$ cat src/rtl/hws_pkg.sv
package hws_pkg;
  typedef enum logic {MODE_TRACK = 1'b0, MODE_HOLD = 1'b1} hws_mode_e;
endpackage

$ cat src/rtl/hws_interval_timer.sv
module hws_interval_timer #(
  parameter int unsigned STORE_MS = 30
) (
  input  logic clk_i,
  input  logic rst_ni,
  input  logic run_i,
  input  logic tick_i,
  output logic store_o
);
  localparam int unsigned CNT_W = (STORE_MS > 1) ? $clog2(STORE_MS) : 1;
  localparam logic [CNT_W-1:0] LAST = CNT_W'(STORE_MS - 1);

  logic [CNT_W-1:0] cnt_q;

  assign store_o = run_i && tick_i && (cnt_q == LAST);

  always_ff @(posedge clk_i or negedge rst_ni) begin
    if (!rst_ni)             cnt_q <= '0;
    else if (!run_i)         cnt_q <= '0;
    else if (store_o)        cnt_q <= '0;
    else if (tick_i)         cnt_q <= cnt_q + 1'b1;
  end
endmodule

$ cat src/rtl/hws_pingpong.sv
module hws_pingpong #(
  parameter int unsigned WORD_W = 32
) (
  input  logic              clk_i,
  input  logic              rst_ni,
  input  logic              wr_i,
  input  logic              clr_i,
  input  logic [WORD_W-1:0] word_i,
  output logic [WORD_W-1:0] older_o,
  output logic              valid_o
);
  localparam int unsigned SLOTS = 2;

  logic [WORD_W-1:0] slot_q [SLOTS];
  logic [SLOTS-1:0]  fill_q;
  logic              ptr_q;   // next slot to write, i.e. the older one

  for (genvar g = 0; g < SLOTS; g++) begin : g_slot
    always_ff @(posedge clk_i or negedge rst_ni) begin
      if (!rst_ni)                      slot_q[g] <= '0;
      else if (wr_i && (ptr_q == 1'(g))) slot_q[g] <= word_i;
    end
  end

  always_ff @(posedge clk_i or negedge rst_ni) begin
    if (!rst_ni) begin
      fill_q <= '0;
      ptr_q  <= 1'b0;
    end else if (clr_i) begin
      fill_q <= '0;
      ptr_q  <= 1'b0;
    end else if (wr_i) begin
      fill_q[ptr_q] <= 1'b1;
      ptr_q         <= ~ptr_q;
    end
  end

  assign older_o = slot_q[ptr_q];
  assign valid_o = &fill_q;
endmodule

$ cat src/rtl/hws_hold_ctrl.sv
module hws_hold_ctrl
  import hws_pkg::*;
#(
  parameter int unsigned    WORD_W       = 32,
  parameter logic [WORD_W-1:0] NOMINAL_WORD = '0
) (
  input  logic              clk_i,
  input  logic              rst_ni,
  input  logic              locked_i,
  input  logic              entry_i,
  input  logic              valid_i,
  input  logic [WORD_W-1:0] older_i,
  output logic              accept_o,
  output logic              exit_o,
  output logic              track_o,
  output logic [WORD_W-1:0] held_o,
  output logic              holding_o
);
  hws_mode_e         mode_q;
  logic              locked_q;
  logic [WORD_W-1:0] held_q;

  assign accept_o = entry_i && (mode_q == MODE_TRACK);
  assign exit_o   = (mode_q == MODE_HOLD) && locked_i && !locked_q && !entry_i;
  assign track_o  = (mode_q == MODE_TRACK) && !entry_i;

  always_ff @(posedge clk_i or negedge rst_ni) begin
    if (!rst_ni) begin
      mode_q   <= MODE_TRACK;
      locked_q <= 1'b0;
      held_q   <= NOMINAL_WORD;
    end else begin
      locked_q <= locked_i;
      if (accept_o) begin
        mode_q <= MODE_HOLD;
        held_q <= valid_i ? older_i : NOMINAL_WORD;
      end else if (exit_o) begin
        mode_q <= MODE_TRACK;
      end
    end
  end

  assign held_o    = held_q;
  assign holding_o = (mode_q == MODE_HOLD);
endmodule

$ cat src/rtl/hold_word_store.sv
module hold_word_store #(
  parameter int unsigned       WORD_W       = 32,
  parameter int unsigned       STORE_MS     = 30,
  parameter logic [WORD_W-1:0] NOMINAL_WORD = {1'b1, {(WORD_W-1){1'b0}}}
) (
  input  logic              clk_i,
  input  logic              rst_ni,
  input  logic [WORD_W-1:0] freq_word_i,
  input  logic              locked_i,
  input  logic              tick_ms_i,
  input  logic              hold_entry_i,
  output logic [WORD_W-1:0] held_word_o,
  output logic              holding_o,
  output logic              store_valid_o
);
  logic              accept, exit_hold, track, store;
  logic [WORD_W-1:0] older;

  hws_hold_ctrl #(.WORD_W(WORD_W), .NOMINAL_WORD(NOMINAL_WORD)) u_ctrl (
    .clk_i    (clk_i),
    .rst_ni   (rst_ni),
    .locked_i (locked_i),
    .entry_i  (hold_entry_i),
    .valid_i  (store_valid_o),
    .older_i  (older),
    .accept_o (accept),
    .exit_o   (exit_hold),
    .track_o  (track),
    .held_o   (held_word_o),
    .holding_o(holding_o)
  );

  hws_interval_timer #(.STORE_MS(STORE_MS)) u_timer (
    .clk_i  (clk_i),
    .rst_ni (rst_ni),
    .run_i  (track && locked_i),
    .tick_i (tick_ms_i),
    .store_o(store)
  );

  hws_pingpong #(.WORD_W(WORD_W)) u_pp (
    .clk_i  (clk_i),
    .rst_ni (rst_ni),
    .wr_i   (store),
    .clr_i  (exit_hold),
    .word_i (freq_word_i),
    .older_o(older),
    .valid_o(store_valid_o)
  );

  logic unused_accept;
  assign unused_accept = accept;
endmodule

$ cat config.mk
export PLATFORM = sky130hd
export DESIGN_NAME = hold_word_store
export DESIGN_NICKNAME = d
export VERILOG_FILES = /design/src/rtl/hws_pkg.sv /design/src/rtl/hws_interval_timer.sv /design/src/rtl/hws_pingpong.sv /design/src/rtl/hws_hold_ctrl.sv /design/src/rtl/hold_word_store.sv
export SDC_FILE = /design/constraint.sdc
export NUM_CORES = 1
export LEC_CHECK = 0
export BUFFER_PORTS_ARGS = -buffer_cell sky130_fd_sc_hd__buf_2
export CAP_MARGIN = 25
export CORE_MARGIN = 1
export CORE_UTILIZATION = 51
export CTS_CLUSTER_DIAMETER = 80
export DETAILED_ROUTE_END_ITERATION = 10
export HOLD_SLACK_MARGIN = 0.03
export PLACE_DENSITY = 0.76
export SLEW_MARGIN = 20
export SYNTH_ARGS = -nofsm -noshare
export SYNTH_HDL_FRONTEND = slang
export SYNTH_SLANG_ARGS = --single-unit
$ cat constraint.sdc
create_clock -name clk_i -period 2.1 [get_ports clk_i]
set_clock_uncertainty 0.15 [all_clocks]
set_input_delay 0.21 -clock clk_i [delete_from_list [all_inputs] [get_ports clk_i]]
set_output_delay 0.21 -clock clk_i [all_outputs]
set_load 0.02 [all_outputs]
==> run metrics, run 1 <==
Final Hold Fails=0; Die Wd=around 96 um; XOR/XNOR Fraction of Synth Area=0%; synthesized cell area=4480 um^2; Setup CP Type=flop to flop; yosys warns=0; Seq/Total Area, Yosys=59.2%; worst endpoint required time=2210 ps; worst hold-check path type=input pin to flop; Vias=2977; core area=8340 um^2; Final ANT Viol Nets=0; final hold slack=99.8 ps; mux contribution to synthesized area=25.7%; Slew Viols, Final=0; syn_nets=364; grt ovf=0; global-route wire length before repair=14600 um; PD cells=~630 nW/um^2; Fin Setup TNS=-31.5 ps; CTS max path bufs=2; DRC=0; # port buffers=70; synth top area cells=dfrtp_1, mux2_4, mux2_2; routed vias/inst=5.33; Worst Setup Start Kind=flop; Tightest Pin Transition=roughly 640 ps; max incr delay on CP=410 ps; chip height=between 90 and 100 um; GRT Overall Usage=21.3%; placed cell count=around 500; arrival time worst endpoint=around 2200 ps; Crit-path slowest cell=dfrtp_2; TritonCTS Buffers=9; Ports=71; # clock sinks=106; worst setup margin=-9.59 ps; run status=finished, violations left; CTS tree=built; crit-path max FO=7; final instance area=5740 um^2; final setup vio count=5; Avg Inst Size Synth=13.8 um^2; Worst VDD drop=0.000371 V; die footprint=9170 um^2; RSZ-0062 raised after global routing=yes; most frequent cells in the layout=dfrtp_1, buf_2, mux2_4, nand2_1, dlygate4sd3_1; Clock Latency Late Sink=between 300 and 400 ps; commonest non-fill, non-tap cell in the layout=dfrtp_1; leading area contributor after synthesis=dfrtp_1; final wirelength=9680 um; antenna fix cells=0; H-tree Lvls=3; Finished Layout Cells=559; Gate Count Post-Synth=325; # nets final=488; row cnt=33; initial antenna violation count=0; Place WS=30.2 ps; critical path endpoint category=flop; CTS Root Cell=clkbuf_8; crit-path cells=or3b_4 -> buf_6 -> nor4_4 -> buf_6 -> clkbuf_16 -> mux2_2; most used cell, CP=buf_6; Routed WL per cell=roughly 17 um; Filler Cell Count=602; Synth Register Bits=106; Tmin final=2110 ps; fin crit share=100%; post-synthesis cell type count=35; fmax=474 MHz; Worst slew margin=between 50% and 60%; number of global-route vias before repair=3027; Reg clk slew, reported paths=approximately 100 ps; share of cells above drive strength 1=40.7%; DRT Pass-1 Iters=4; number of max-cap violations=0; First DRT Iteration DRCs=approximately 140; LEAKAGE=2.83 nW; Starting Density=between 50% and 60%; DP Area=5010 um^2; Area Overhead vs Synth=28.2%; DP HPWL=roughly 5600 um; GP Congestion=0.749; post-synthesis compound-gate area fraction=5.39%; share of Yosys cell area claimed by the top area cell type=58.6%; simple-gate area share of the yosys netlist=5.75%; failing checks=negative setup slack; largest net degree at the start of global routing=47; largest family of logic cells by synthesized area=multiplexers; post-synthesis adder-cell area fraction=0.558%
[power breakdown]
part	leakage [nW]	switching, mW	internal, mW	total (mW)
Clock	0.0969	0.734	0.489	1.22
Sequential	1.45	0.0292	2.09	2.12
Combinational	1.28	0.147	0.148	0.295
[state kept, by name (all words and copies together) (netlist names)]
register	cells
u_ctrl.locked_q	1
u_pp.slot_q	64
u_timer.cnt_q	5
u_pp.ptr_q	1
u_ctrl.holding_o	1
u_pp.fill_q	2
u_ctrl.held_o	32
[kinds of logic after synthesis]
group                      after synthesis
and+or+nand+nor                         53
DFF                                    106
AOI/OAI and AO/OA                       44
adders and majority gates                2
buffers and inverters                   24
muxes                                   96
[through the flow]
stage / util, % / power, mW
finish: 68.9 / 3.64
global route: 68.9 / 3.79
CTS: 66.7 / 3.68
detailed placement: 60.1 / 2.40
global placement: 60.1 / 2.39
floorplan: - / 2.26
[synthesized netlist by cell type]
cell and number:
dfrtp_1 105, nand2_1 36, mux2_2 35, mux2i_1 31, o21ai_0 31, mux2_4 29, clkbuf_1 10, a21oi_1 7
inv_1 5, buf_2 3, a311oi_1 2, buf_12 2, buf_6 2, ha_1 2, nand2b_1 2, nand3b_1 2
nand4_1 2, nor2_1 2, a41oi_1 1, and2_1 1, and2b_1 1, buf_1 1, buf_8 1, dfstp_2 1
mux2_1 1, nand3_1 1, nor4_2 1, nor4bb_1 1, o2111ai_1 1, o22a_1 1, o31ai_1 1, or2_2 1
or3b_1 1, or4_1 1, or4_4 1
[final cells by class]
type | instances | area, um^2 | share of cell area, %
clock inverters | 6 | 56.3 | 0.980
multi-input cells | 195 | 1720 | 30.0
repair buffers | 132 | 1020 | 17.8
well taps | 105 | 131 | 2.29
clock buffers | 10 | 138 | 2.40
inverters | 5 | 18.8 | 0.327
flip-flops and latches | 106 | 2660 | 46.2
[critical path, delay by kind of cell (launching register included)]
kind	cells	cell delay, ps
multiplexers	1	330
flip-flops	1	410
buffers and inverters	3	500
AND/OR/NAND/NOR	2	610
[layer usage]
layer	vias up	track usage, %	wire (um)
met1	1503	28.0	4500
met5	-	0	0
met2	73	34.3	4630
met4	0	7.09	113
met3	11	5.61	437
li1	1390	-	-
[what timing repair did]
item	in CTS	in global routing
gates resized for setup	0	15
hold endpoints to repair	174	0
setup buffers	0	4
setup endpoints to repair	0	59
hold buffers	36	0
[path summary, 6_finish.rpt]
path                                                 end  slack (ps)  cells after the start                           from
setup / recovery             u_pp.slot_q[44]$_DFFE_PN0P_         -10                      6   u_ctrl.holding_o$_DFFE_PN0P_
hold / removal              u_ctrl.holding_o$_DFFE_PN0P_         100                      3                       locked_i
setup reg to reg             u_pp.slot_q[44]$_DFFE_PN0P_         -10                      6   u_ctrl.holding_o$_DFFE_PN0P_
hold reg to reg            u_ctrl.held_o[16]$_DFFE_PN0P_         330                      2  u_ctrl.held_o[16]$_DFFE_PN0P_
max in group asynchronous  u_ctrl.held_o[31]$_DFFE_PN1P_        1000                      3                         rst_ni
min in group asynchronous  u_ctrl.held_o[23]$_DFFE_PN0P_         150                      2                         rst_ni
(Power assumes the default switching activity.)
==> run 2, diff against run 1 <==
SKIP_CTS_REPAIR_TIMING = 1   (was not set)
==> run 2 against run 1 <==
Against the previous run:
- count of clock-buffer cells in the layout did not move
- worst setup slack improved by 9.6 ps
- wire length rose by 1.0%
- critical endpoint unchanged
- the flow finishes with violations (negative hold slack, negative setup slack)
- largest power group unchanged
==> run metrics, run 2 (synthesis gave the netlist of run 1 again) <==
core area=8340 um^2 (unchanged); final hold slack=-172 ps (-272 ps); number of global-route vias before repair=2822 (-6.8%); Tmin final=2100 ps (-9.57 ps); die footprint=9170 um^2 (unchanged); First DRT Iteration DRCs=86 (-40%); max FFs per register=64 (unchanged); Crit-path slowest cell=dfrtp_2; LEAKAGE=2.83 nW (unchanged); Worst Setup Start Kind=flop; final setup vio count=1 (-4); Sequential Power Share=58.2% (about the same); fmax=476 MHz (+0.46%); routed vias/inst=5.34 (+0.20%); worst endpoint required time=2200 ps (about the same); most used cell, CP=buf_6; H-tree Lvls=3 (unchanged); Clock Latency Late Sink=370 ps (about the same); Tightest Pin Transition=648 ps (+4.77 ps); crit-path max FO=7 (unchanged); final wirelength=9780 um (+1.0%); Setup CP Type=flop to flop; Net Sw Frac=25.1% (+0.080 points); CTS max path bufs=2 (unchanged); hold worst-path end=u_ctrl.locked_q$_DFF_PN0_; Area Overhead vs Synth=28.2% (unchanged); Worst slew margin=56.2% (-0.32 points); R2R depth=6 (unchanged); DRT Pass-1 Iters=4 (unchanged); TritonCTS Buffers=9 (unchanged); DP HPWL=5570 um (unchanged); Largest Register=u_pp.slot_q; run status=finished, violations left; worst hold-check path type=input pin to flop; commonest non-fill, non-tap cell in the layout=dfrtp_1; max incr delay on CP=410 ps (about the same); crit-path cells=or3b_4 -> buf_6 -> nor4_4 -> buf_6 -> clkbuf_16 -> mux2_2; Die Wd=95.7 um (unchanged); most frequent cells in the layout=dfrtp_1, buf_2, mux2_4, nand2_1, dlygate4sd3_1; part of the power in the clock network=33.6% (about the same); Place WS=30.2 ps (unchanged); Combinational Power Share=8.2% (about the same); final core occ=68.9% (unchanged); hold path start=locked_i; global-route wire length before repair=14000 um (-4.5%); arrival time worst endpoint=2200 ps (-20 ps); Ports=71 (unchanged); Vias=2983 (+0.20%); largest net degree at the start of global routing=47 (unchanged); row cnt=33 (unchanged); P_int=2.73 mW (about the same); Starting Density=53.7% (unchanged); # nets final=488 (unchanged); CTS Root Cell=clkbuf_8; Final ANT Viol Nets=0 (unchanged); PD cells=635 nW/um^2 (+0.12%); Total Power=3.65 mW (+0.12%); antenna fix cells=0 (unchanged); failing checks=negative hold slack, negative setup slack; grt ovf=0 (unchanged); Reg clk slew, reported paths=100 ps (about the same); RSZ-0062 raised after global routing=yes; hold depth=1 (-2); CTS tree=built; initial antenna violation count=0 (unchanged); critical path endpoint category=flop; # port buffers=70 (unchanged); Slew Viols, Final=0 (unchanged); GRT Overall Usage=20.4% (-0.90 points); NetSw=914 uW (+0.44%); Filler Cell Count=605 (+0.50%); fin crit share=100% (-0.46 points); GP Congestion=0.749 (unchanged); Reg2Reg Setup Slack=-0.02 ps (about the same); share of cells above drive strength 1=40.7% (unchanged); Routed WL per cell=17.5 um (+1.0%); Worst R2R Start=u_ctrl.holding_o$_DFFE_PN0P_; reg2reg end=u_pp.slot_q[44]$_DFFE_PN0P_; DRC=0 (unchanged); number of max-cap violations=0 (unchanged); worst setup margin=-0.0169 ps (+9.57 ps); Worst VDD drop=0.000410 V (+11%); # clock sinks=106 (unchanged); chip height=95.7 um (unchanged); Final Hold Fails=1 (+1)
==> run 2: cell type report <==
class,count,area [um^2],area share (%)
Clock buffer,10,138,2.40
Timing Repair Buffer,132,1020,17.8
Sequential cell,106,2660,46.2
Clock inverter,6,56.3,0.980
Inverter,5,18.8,0.327
Multi-Input combinational cell,195,1720,30.0
Tap cell,105,131,2.29
==> run 2: how the worst max path moves through the flow <==
stage,startpoint,to,slack (ps),cells past startpoint
6_report,u_ctrl.holding_o$_DFFE_PN0P_,u_pp.slot_q[44]$_DFFE_PN0P_,-0.02,6
2_1_floorplan,u_timer.cnt_q[1]$_DFFE_PN0P_,u_pp.slot_q[22]$_DFFE_PN0P_,-120,7
4_1_cts,u_timer.cnt_q[1]$_DFFE_PN0P_,u_pp.slot_q[50]$_DFFE_PN0P_,6,7
5_1_grt,u_ctrl.holding_o$_DFFE_PN0P_,u_pp.slot_q[47]$_DFFE_PN0P_,-50,6
3_5_place_dp,u_timer.cnt_q[1]$_DFFE_PN0P_,u_pp.slot_q[32]$_DFFE_PN0P_,30,7
3_3_place_gp,u_timer.cnt_q[1]$_DFFE_PN0P_,u_pp.slot_q[38]$_DFFE_PN0P_,80,7
==> run 2: per-layer routing <==
layer  vias up  track usage [%]  part of all wire (%)
met1      1515             27.6                    48
met5         -                0                     0
li1       1388                -                     -
met2        70             31.4                    47
met4         0             7.09                   1.1
met3        10             6.00                   3.6
==> run 2: through the flow <==
| step | TNS (ps) | cell area [um^2] | cells |
|---|---|---|---|
| 6_report | -0.0169 | 5740 | 559 |
| 3_3_place_gp | 0 | 5010 | 498 |
| 3_5_place_dp | 0 | 5010 | 498 |
| 4_1_cts | 0 | 5200 | 514 |
| 5_1_grt | -1500 | 5740 | 559 |
| 2_1_floorplan | -4540 | 4480 | 325 |
==> run 2: critical path: cells and delay by family (launching register included) <==
kind,cells,cell delay [ps]
AND/OR/NAND/NOR,2,610
buffers and inverters,3,490
multiplexers,1,330
flip-flops,1,410
==> run 2: power by group through the flow <==
stage / Sequential (mW) / Clock [mW] / Combinational (mW)
after CTS: 2.12 / 1.27 / 0.240
after floorplan: 2.18 / 0 / 0.0767
after global placement: 2.16 / 0 / 0.232
final: 2.12 / 1.22 / 0.298
after detailed placement: 2.16 / 0 / 0.240
after global routing: 2.13 / 1.34 / 0.327
